--- src/rtl/ssw_pkg.sv ---
package ssw_pkg;
  typedef enum logic [2:0] {
    ST_IDLE  = 3'd0,
    ST_LEAD  = 3'd1,
    ST_LOW   = 3'd2,
    ST_HIGH  = 3'd3,
    ST_TRAIL = 3'd4,
    ST_DONE  = 3'd5
  } ssw_state_e;
endpackage

--- src/rtl/ssw_timer.sv ---
module ssw_timer #(
  parameter int TW = 6
) (
  input  logic          clk,
  input  logic          rst_n,
  input  logic          load_i,
  input  logic [TW-1:0] load_val_i,
  output logic          zero_o
);
  logic [TW-1:0] cnt_q, cnt_d;

  always_comb begin
    cnt_d = cnt_q;
    if (load_i)            cnt_d = load_val_i;
    else if (cnt_q != '0)  cnt_d = cnt_q - 1'b1;
  end

  always_ff @(posedge clk or negedge rst_n) begin
    if (!rst_n) cnt_q <= '0;
    else        cnt_q <= cnt_d;
  end

  assign zero_o = (cnt_q == '0);

  // without a reload the count falls by one each cycle
  assert_countdown_R6: assert property (@(posedge clk) disable iff (!rst_n)
    (!load_i && cnt_q != '0) |=> (cnt_q == $past(cnt_q) - 1'b1));
endmodule

--- src/rtl/ssw_shifter.sv ---
module ssw_shifter #(
  parameter int WIDTH = 16
) (
  input  logic             clk,
  input  logic             rst_n,
  input  logic             load_i,
  input  logic [WIDTH-1:0] value_i,
  input  logic             enter_low_i,
  output logic             sdata_o
);
  logic [WIDTH-1:0] sh_q, sh_d;
  logic             take_q;
  logic             data_q, data_d;

  always_comb begin
    sh_d   = sh_q;
    data_d = data_q;
    if (load_i) begin
      sh_d = value_i;
    end else if (take_q) begin
      data_d = sh_q[WIDTH-1];
      sh_d   = {sh_q[WIDTH-2:0], 1'b0};
    end
  end

  always_ff @(posedge clk or negedge rst_n) begin
    if (!rst_n) begin
      sh_q   <= '0;
      data_q <= 1'b0;
      take_q <= 1'b0;
    end else begin
      sh_q   <= sh_d;
      data_q <= data_d;
      take_q <= enter_low_i;
    end
  end

  assign sdata_o = data_q;

  // data moves only one cycle after a low phase has begun
  assert_data_after_take_R7: assert property (@(posedge clk) disable iff (!rst_n)
    (data_q != $past(data_q)) |-> $past(take_q));
endmodule

--- src/rtl/ssw_fsm.sv ---
module ssw_fsm
  import ssw_pkg::*;
#(
  parameter int WIDTH     = 16,
  parameter int LEAD_CYC  = 8,
  parameter int TRAIL_CYC = 25,
  parameter int HALF_CYC  = 4,
  parameter int TW        = 6
) (
  input  logic          clk,
  input  logic          rst_n,
  input  logic          start_i,
  input  logic          tmr_zero_i,
  output logic          tmr_load_o,
  output logic [TW-1:0] tmr_val_o,
  output logic          accept_o,
  output logic          enter_low_o,
  output logic          busy_o,
  output logic          done_o,
  output logic          strobe_n_o,
  output logic          sclk_o
);
  localparam int CNT_W = (WIDTH > 1) ? $clog2(WIDTH) : 1;
  localparam logic [CNT_W-1:0] LAST_BIT = CNT_W'(WIDTH - 1);
  localparam logic [TW-1:0] LEAD_LD  = TW'(LEAD_CYC - 1);
  localparam logic [TW-1:0] HALF_LD  = TW'(HALF_CYC - 1);
  localparam logic [TW-1:0] TRAIL_LD = TW'(TRAIL_CYC - 1);

  ssw_state_e       st_q, st_d;
  logic [CNT_W-1:0] bit_q, bit_d;

  always_comb begin
    st_d        = st_q;
    bit_d       = bit_q;
    tmr_load_o  = 1'b0;
    tmr_val_o   = '0;
    accept_o    = 1'b0;
    enter_low_o = 1'b0;
    case (st_q)
      ST_IDLE: if (start_i) begin
        st_d       = ST_LEAD;
        bit_d      = '0;
        accept_o   = 1'b1;
        tmr_load_o = 1'b1;
        tmr_val_o  = LEAD_LD;
      end
      ST_LEAD: if (tmr_zero_i) begin
        st_d        = ST_LOW;
        enter_low_o = 1'b1;
        tmr_load_o  = 1'b1;
        tmr_val_o   = HALF_LD;
      end
      ST_LOW: if (tmr_zero_i) begin
        st_d       = ST_HIGH;
        tmr_load_o = 1'b1;
        tmr_val_o  = HALF_LD;
      end
      ST_HIGH: if (tmr_zero_i) begin
        tmr_load_o = 1'b1;
        if (bit_q == LAST_BIT) begin
          st_d      = ST_TRAIL;
          tmr_val_o = TRAIL_LD;
        end else begin
          st_d        = ST_LOW;
          bit_d       = bit_q + 1'b1;
          enter_low_o = 1'b1;
          tmr_val_o   = HALF_LD;
        end
      end
      ST_TRAIL: if (tmr_zero_i) st_d = ST_DONE;
      ST_DONE:  st_d = ST_IDLE;
      default:  st_d = ST_IDLE;
    endcase
  end

  always_ff @(posedge clk or negedge rst_n) begin
    if (!rst_n) begin
      st_q  <= ST_IDLE;
      bit_q <= '0;
    end else begin
      st_q  <= st_d;
      bit_q <= bit_d;
    end
  end

  assign busy_o     = (st_q != ST_IDLE);
  assign done_o     = (st_q == ST_DONE);
  assign strobe_n_o = (st_q == ST_IDLE) || (st_q == ST_DONE);
  assign sclk_o     = (st_q != ST_LOW);

  // completion lasts one cycle, right after the strobe was low
  assert_done_single_R8: assert property (@(posedge clk) disable iff (!rst_n)
    done_o |=> !done_o);
  assert_done_after_frame_R8: assert property (@(posedge clk) disable iff (!rst_n)
    done_o |-> (strobe_n_o && !$past(strobe_n_o)));
  // a low strobe always belongs to a busy frame
  assert_strobe_busy_R2: assert property (@(posedge clk) disable iff (!rst_n)
    !strobe_n_o |-> busy_o);
  // a start during a frame never restarts the lead phase
  assert_start_ignored_R9: assert property (@(posedge clk) disable iff (!rst_n)
    (busy_o && start_i && st_q != ST_LEAD) |=> (st_q != ST_LEAD));
endmodule

--- src/rtl/slot_select_writer.sv ---
module slot_select_writer #(
  parameter int WIDTH     = 16,
  parameter int LEAD_CYC  = 8,
  parameter int TRAIL_CYC = 25,
  parameter int HALF_CYC  = 4
) (
  input  logic             clk,
  input  logic             rst_n,
  input  logic             start_i,
  input  logic [WIDTH-1:0] value_i,
  output logic             busy_o,
  output logic             done_o,
  output logic             strobe_n_o,
  output logic             sclk_o,
  output logic             sdata_o
);
  localparam int MAX_A = (LEAD_CYC > TRAIL_CYC) ? LEAD_CYC : TRAIL_CYC;
  localparam int MAX_C = (MAX_A > HALF_CYC) ? MAX_A : HALF_CYC;
  localparam int TW    = $clog2(MAX_C) + 1;

  logic          rst_s1_q, rst_s2_q;
  logic          tmr_load, tmr_zero, accept, enter_low;
  logic [TW-1:0] tmr_val;

  always_ff @(posedge clk or negedge rst_n) begin
    if (!rst_n) begin
      rst_s1_q <= 1'b0;
      rst_s2_q <= 1'b0;
    end else begin
      rst_s1_q <= 1'b1;
      rst_s2_q <= rst_s1_q;
    end
  end

  ssw_timer #(.TW(TW)) u_timer (
    .clk(clk), .rst_n(rst_s2_q), .load_i(tmr_load),
    .load_val_i(tmr_val), .zero_o(tmr_zero)
  );

  ssw_fsm #(
    .WIDTH(WIDTH), .LEAD_CYC(LEAD_CYC), .TRAIL_CYC(TRAIL_CYC),
    .HALF_CYC(HALF_CYC), .TW(TW)
  ) u_fsm (
    .clk(clk), .rst_n(rst_s2_q), .start_i(start_i), .tmr_zero_i(tmr_zero),
    .tmr_load_o(tmr_load), .tmr_val_o(tmr_val), .accept_o(accept),
    .enter_low_o(enter_low), .busy_o(busy_o), .done_o(done_o),
    .strobe_n_o(strobe_n_o), .sclk_o(sclk_o)
  );

  ssw_shifter #(.WIDTH(WIDTH)) u_shift (
    .clk(clk), .rst_n(rst_s2_q), .load_i(accept), .value_i(value_i),
    .enter_low_i(enter_low), .sdata_o(sdata_o)
  );

  // data holds while the serial clock stays high
  assert_data_stable_R7: assert property (@(posedge clk) disable iff (!rst_s2_q)
    (sclk_o && $past(sclk_o)) |-> $stable(sdata_o));
  // the serial clock is high whenever the strobe is high
  assert_sclk_idle_R1: assert property (@(posedge clk) disable iff (!rst_s2_q)
    strobe_n_o |-> sclk_o);
endmodule

--- config.mk ---
export PLATFORM = sky130hd
export DESIGN_NAME = slot_select_writer
export DESIGN_NICKNAME = d
export VERILOG_FILES = /design/src/rtl/ssw_pkg.sv /design/src/rtl/ssw_timer.sv /design/src/rtl/ssw_shifter.sv /design/src/rtl/ssw_fsm.sv /design/src/rtl/slot_select_writer.sv
export SDC_FILE = /design/constraint.sdc
export NUM_CORES = 1
export LEC_CHECK = 0
export BUFFER_PORTS_ARGS = -buffer_cell sky130_fd_sc_hd__buf_2
export CORE_ASPECT_RATIO = 2
export CORE_MARGIN = 10
export CORE_UTILIZATION = 50
export CTS_CLUSTER_SIZE = 16
export DETAILED_ROUTE_END_ITERATION = 16
export PLACE_DENSITY = 0.74
export SYNTH_ARGS = -nofsm -noshare
export SYNTH_HDL_FRONTEND = slang
export SYNTH_SLANG_ARGS = --single-unit
export TNS_END_PERCENT = 30
--- constraint.sdc ---
create_clock -name clk -period 1.07 [get_ports clk]
set_clock_uncertainty 0.15 [all_clocks]
set_input_delay 0.214 -clock clk [delete_from_list [all_inputs] [get_ports clk]]
set_output_delay 0.214 -clock clk [all_outputs]
set_load 0.05 [all_outputs]
; ---- Word-level counts from Yosys, hierarchy flattened
; Index checks and enable logic that the tools add are counted.
[classes]
n_addsub = 2
mul = 0
div = 0
n_lt_le_gt_ge = 0
eq_ne = 13
n_shift = 0
mux = 27
bitwise = 1
n_reduce_logical = 13
[ops]
columns = op, n
row1 = two-way mux 16 bit, 2
row2 = two-way mux 3 bit, 7
row3 = two-way mux 6 bit, 3
row4 = case mux 6 bit (3 select lines), 1
row5 = case mux 3 bit (5 select lines), 1
row6 = two-way mux 4 bit, 3
row7 = inequality test 2 bit (second input constant), 6
row8 = case mux 4 bit (2 select lines), 1
row9 = equality test 3 x 2 -> 1 bit (second input constant), 2
row10 = equality test 3 bit (second input constant), 2
row11 = logical NOT 6 bit, 1
row12 = nonzero test 2 bit, 3
row13 = nonzero test 6 bit, 1
row14 = subtractor 6 x 1 -> 6 bit (second input constant), 1
row15 = two-way mux 1 bit, 5
row16 = two-way mux 5 bit, 1
row17 = AND reduction 5 bit, 1
row18 = adder 4 x 1 -> 4 bit (second input constant), 1
row19 = equality test 4 bit (second input constant), 1
row20 = case mux 1 bit (2 select lines), 2
row21 = AND reduction 4 bit, 1
row22 = equality test 3 x 1 -> 1 bit (second input constant), 1
row23 = logical NOT 3 bit, 1
row24 = inequality test 3 x 2 -> 1 bit (second input constant), 1
row25 = other kinds (7), 7
[totals]
ff_bits = 33
latch_bits = 0
ram_bits = 0
mem_bits_ro = 0
inputBits = 19
output_inout_bits = 5
wordCells = 64
mem_count = 0

; ---- Depth between registers and ports, before layout
[logic_depth]
depth_word = 5
mapped_depth = 7
ltp_nobuf = 6

; ---- Hierarchy
; Synthesis repeated with hierarchy kept, for this count alone.
[hier_totals]
cells_unflattened = 183
area_unflattened_um2 = 1799.2
[modules_own_cells]
columns = mod, n_inst, cells_per_inst, area_each_um2, seq_area_each_um2
row1 = ssw_shifter, 1, 73, 822.0, 450.4
row2 = ssw_fsm, 1, 67, 523.0, 175.2
row3 = ssw_timer, 1, 40, 400.4, 150.1
row4 = slot_select_writer, 1, 3, 53.8, 50.0

; ---- Worst setup path after synthesis
; No wires, ideal clock.
[synth_timing]
path_kind = reg2reg
start = reg u_timer.cnt_q[0]
end = reg u_fsm.bit_q[3]
setup_time_ns = 0.078
arrival_ns = 2.051
slack_ns = -1.210
stages_incl_launch_ff = 8
period_less_slack_ns = 2.280
path_cell_list = dfrtp_1 -> inv_1 -> ha_1 -> or4b_4 -> or2_1 -> clkbuf_2 -> or4_1 -> a21oi_1
[synth_between]
elab_chain_cells = 3
[synth_lines]
columns = item, line
row1 = from (decl), ssw_timer.sv:10  ; logic [TW-1:0] cnt_q, cnt_d;
row2 = from (signal assigned), ssw_timer.sv:20  ; else cnt_q <= cnt_d;
row3 = logical NOT 6 bit, ssw_timer.sv:23  ; assign zero_o = (cnt_q == '0);
row4 = inequality test 2 bit (no source line), n/a
row5 = AND reduction 4 bit (no source line), n/a
row6 = to (signal assigned), ssw_fsm.sv:82  ; bit_q <= bit_d;
row7 = to (decl), ssw_fsm.sv:30  ; logic [CNT_W-1:0] bit_q, bit_d;
; No other way between the ends.
; A chain may end at the register's enable or synchronous reset.

; ---- Worst setup path in the final report
[layout_timing]
start = reg u_timer.cnt_q[1]
end = reg u_fsm.bit_q[3]
; The elaborated chain is that of the path after synthesis.

==> run_results.csv <==
group,metric,value,unit
synth,synth_largest_area_cell,"dfrtp_1",
power_and_ir_drop,p_int,0.00351,W
placed_design,gp_congestion,0.910,
sta,hold_viol_final,3,
grt,grt_pass1_vias,1692,
drt,viasPerCell,5.77,
critical_path,criticalPathCategory,"register to register",
drt,first_pass_iters,4,
synth,synth_compound_area_share,13.3,%
synth,synth_xor_area_share,1.64,%
synth,synth_cell_type_count,33,
die,die_y,100,um
cts,numCtsBuffers,5,
die,start_util,51.4,%
sta,rsz0062_at_grt,"true",
synth,synth_top_family_by_area,"simple AND/OR/NAND/NOR gates",
synth,synthMuxAreaShare,11.3,%
cts,clock_sinks,33,
power_and_ir_drop,p_leak,1.06,nW
min_path,min_path_type,"primary input to register",
die,floorplan.die_area,6010,sq um
sta,fin_crit_sh,205,%
synth,synth_seq_cells,33,
grt,grt_max_degree,32,
critical_path,reg2reg_depth,6,
placed_design,place_hpwl,3100,um
synth,ys.flop_type,"dfrtp_1",
final_layout,layout_common_cells,"34 x buf_4, 31 x dfrtp_1, 25 x nand2_1",
critical_path,timing.rr.start,"u_timer.cnt_q[1]$_DFFE_PN0P_",
critical_path,cp-start-kind,"register",
synth,synth_edf_count,0,
synth,synth_area_leaders,"dfrtp_1 51%, mux2i_1 11%, o21ai_0 7.2%, nand2_1 5.9%, nand3_1 2.2%",
critical_path,rrSetupSlack,-1.13,ns
die,num_io_pins,24,
critical_path,cp-end-kind,"register",
drt,drt_first_iter_violations,39,
placed_design,pre_cts_slack,-1.08,ns
cts,cts-htree-levels,2,
run_status,status,"finished with violations",
synth,synth_cells,164,
synth,synth.cell_area,1600,sq um
die,core,3120,sq um
cts,cts_tree,"yes",
die,die-width,60.1,um
critical_path,worstSetupEndpoint,"u_fsm.bit_q[3]$_DFFE_PN0P_",
sta,slew_viol_final,0,
synth,yosys_warnings,0,
placed_design,place_area,2060,sq um
synth,synthSimpleGateAreaFrac,16.6,%
drt,postRouteAntennaNets,0,
grt,antenna_found_initial,0,
final_layout,syn2layout_area_growth,51.6,%
synth,synth_top_area_share,51.5,%
cts,clockBufferDepth,2,
drt,drc_errors,0,
grt,grtUsageTotal,17.4,%
power_and_ir_drop,finalPower,0.00571,W
cts,clk_latency,0.29,ns
final_layout,stdcell_count,267,
sta,final-setup-viol-count,36,
power_and_ir_drop,p_sw_share,38.5,%
grt,grt_remaining_overflow,0,
power_and_ir_drop,power.switching,0.00220,W
sta,hold_ws,-0.00915,ns
sta,max_freq,455,MHz
power_and_ir_drop,combPwrFrac,48.8,%
synth,postSynthAreaPerCell,9.78,sq um
critical_path,critPathLaunch,"u_timer.cnt_q[1]$_DFFE_PN0P_",
synth,synthAdderAreaFrac,1.56,%
run_status,violations,"negative hold slack, negative setup slack",
drt,wire_per_inst,18.5,um
die,num_rows,29,
cts,cts-root-buf,"clkbuf_8",
critical_path,critPathRequiredTime,1.14,ns
placed_design,portBuffers,23,
drt,vias,1541,
flow_run,cap_violations,0,
final_layout,final_common_cell,"buf_4",
cts,clkTransAtPathRegs,0.07,ns
drt,wl,4940,um
sta,min_period,2.20,ns
power_and_ir_drop,pwr_density_cell,2350,nW/um^2
critical_path,reg2reg_to,"u_fsm.bit_q[3]$_DFFE_PN0P_",
synth,async_reset_ff_share,100,%
final_layout,nNetsFinal,258,
critical_path,arrival,2.27,ns
synth,syn-num-nets,185,
final_layout,final_area,2430,sq um
power_and_ir_drop,p_seq_share,36.0,%
power_and_ir_drop,pwr-share-clk,15.3,%
final_layout,drive_above_1_share,41.1,%
final_layout,antenna_cells,0,
critical_path,cp_max_fo,3,
synth,yosysSeqAreaShare,51.5,%
grt,grt_pass1_wl,8050,um
sta,setup_slack,-1.13,ns
placed_design,placed_cells,246,
power_and_ir_drop,ir_worst_vdd,1.77,mV
-- power by group through the flow --
stage	Clock [W]	Combinational, W	Sequential (W)
2_1_floorplan	0	0.00136	0.00202
3_3_place_gp	0	0.00207	0.00199
3_5_place_dp	0	0.00217	0.00202
4_1_cts	0.000868	0.00259	0.00203
5_1_grt	0.000927	0.00303	0.00210
6_report	0.000872	0.00278	0.00205
-- cell usage after synthesis, types with 2 or more instances --
| cell | n |
|---|---|
| ha_1 | 2 |
| o211ai_1 | 3 |
| o31ai_1 | 2 |
| clkbuf_1 | 9 |
| a21oi_1 | 4 |
| nand3_1 | 7 |
| nand2_1 | 25 |
| nand2b_1 | 2 |
| nor2_1 | 6 |
| dfrtp_1 | 33 |
| xor2_1 | 2 |
| nor3_1 | 5 |
| inv_1 | 6 |
| mux2i_1 | 17 |
| o21ai_0 | 23 |
-- worst min path at each step --
stage | from | to | slack [ns] | cells after the start
2_1_floorplan | rst_n | rst_s1_q$_DFF_PN0_ | -0.23 | 0
3_3_place_gp | rst_n | rst_s1_q$_DFF_PN0_ | -0.15 | 1
3_5_place_dp | rst_n | rst_s2_q$_DFF_PN0_ | -0.15 | 1
4_1_cts | value_i[3] | u_shift.sh_q[3]$_DFFE_PN0P_ | 0.003 | 3
5_1_grt | value_i[13] | u_shift.sh_q[13]$_DFFE_PN0P_ | 0.004 | 3
6_report | value_i[3] | u_shift.sh_q[3]$_DFFE_PN0P_ | -0.009 | 3
-- registers in the layout (all words and copies together), names as in the netlist --
name,count
u_shift.sh_q,16
u_timer.cnt_q,6
u_fsm.bit_q,4
u_fsm.st_q,3
rst_s1_q,1
rst_s2_q,1
u_shift.sdata_o,1
u_shift.take_q,1
-- cell type report --
cell class	instances	area (sq um)
multi-input combinational	115	835
sequential	33	828
fill	208	689
timing repair buffer	76	631
clock buffer	5	68.8
tap	31	38.8
inverter	6	25.0
clock inverter	1	5.00
-- per-stage QoR --
| step | util [%] | hold slack [ns] | TNS [ns] |
|---|---|---|---|
| floorplan | - | -0.232 | -23.84 |
| global placement | 66.2 | -0.152 | -21.49 |
| detailed placement | 66.2 | -0.150 | -22.68 |
| CTS | 76.7 | 0.00268 | -22.76 |
| global route | 77.9 | 0.00444 | -26.99 |
| finish | 77.9 | -0.00915 | -24.03 |
-- worst max-delay path, stage by stage (launching register included) --
cell	delay [ns]
dfrtp_1	0.40
inv_2	0.08
ha_4	0.13
or4b_4	0.48
or2_4	0.29
or4_4	0.42
a21oi_2	0.17
-- logic make-up after synthesis --
logic type,Yosys count
and+or+nand+nor,54
DFF,33
other,1
AOI/OAI and AO/OA,37
muxes,18
buffers and inverters,16
adders and majority gates,2
xor gates and xnor gates,3
-- what timing repair did --
action,in CTS,in global routing
setup buffers,5,1
endpoints found under the hold margin,10,0
hold buffers,9,0
setup endpoints to repair,36,36
gates resized for setup,44,11
pin swaps,11,7
-- per-layer routing --
layer  vias up  GRT usage [%]  share of wire (%)
met2        53           30.6                 56
li1        715              -                  -
met1       753           16.7                 34
met4         0           9.90                3.6
met5         -              0                  0
met3        20           5.31                5.5
Note: power is estimated with default switching activity, not from simulation.
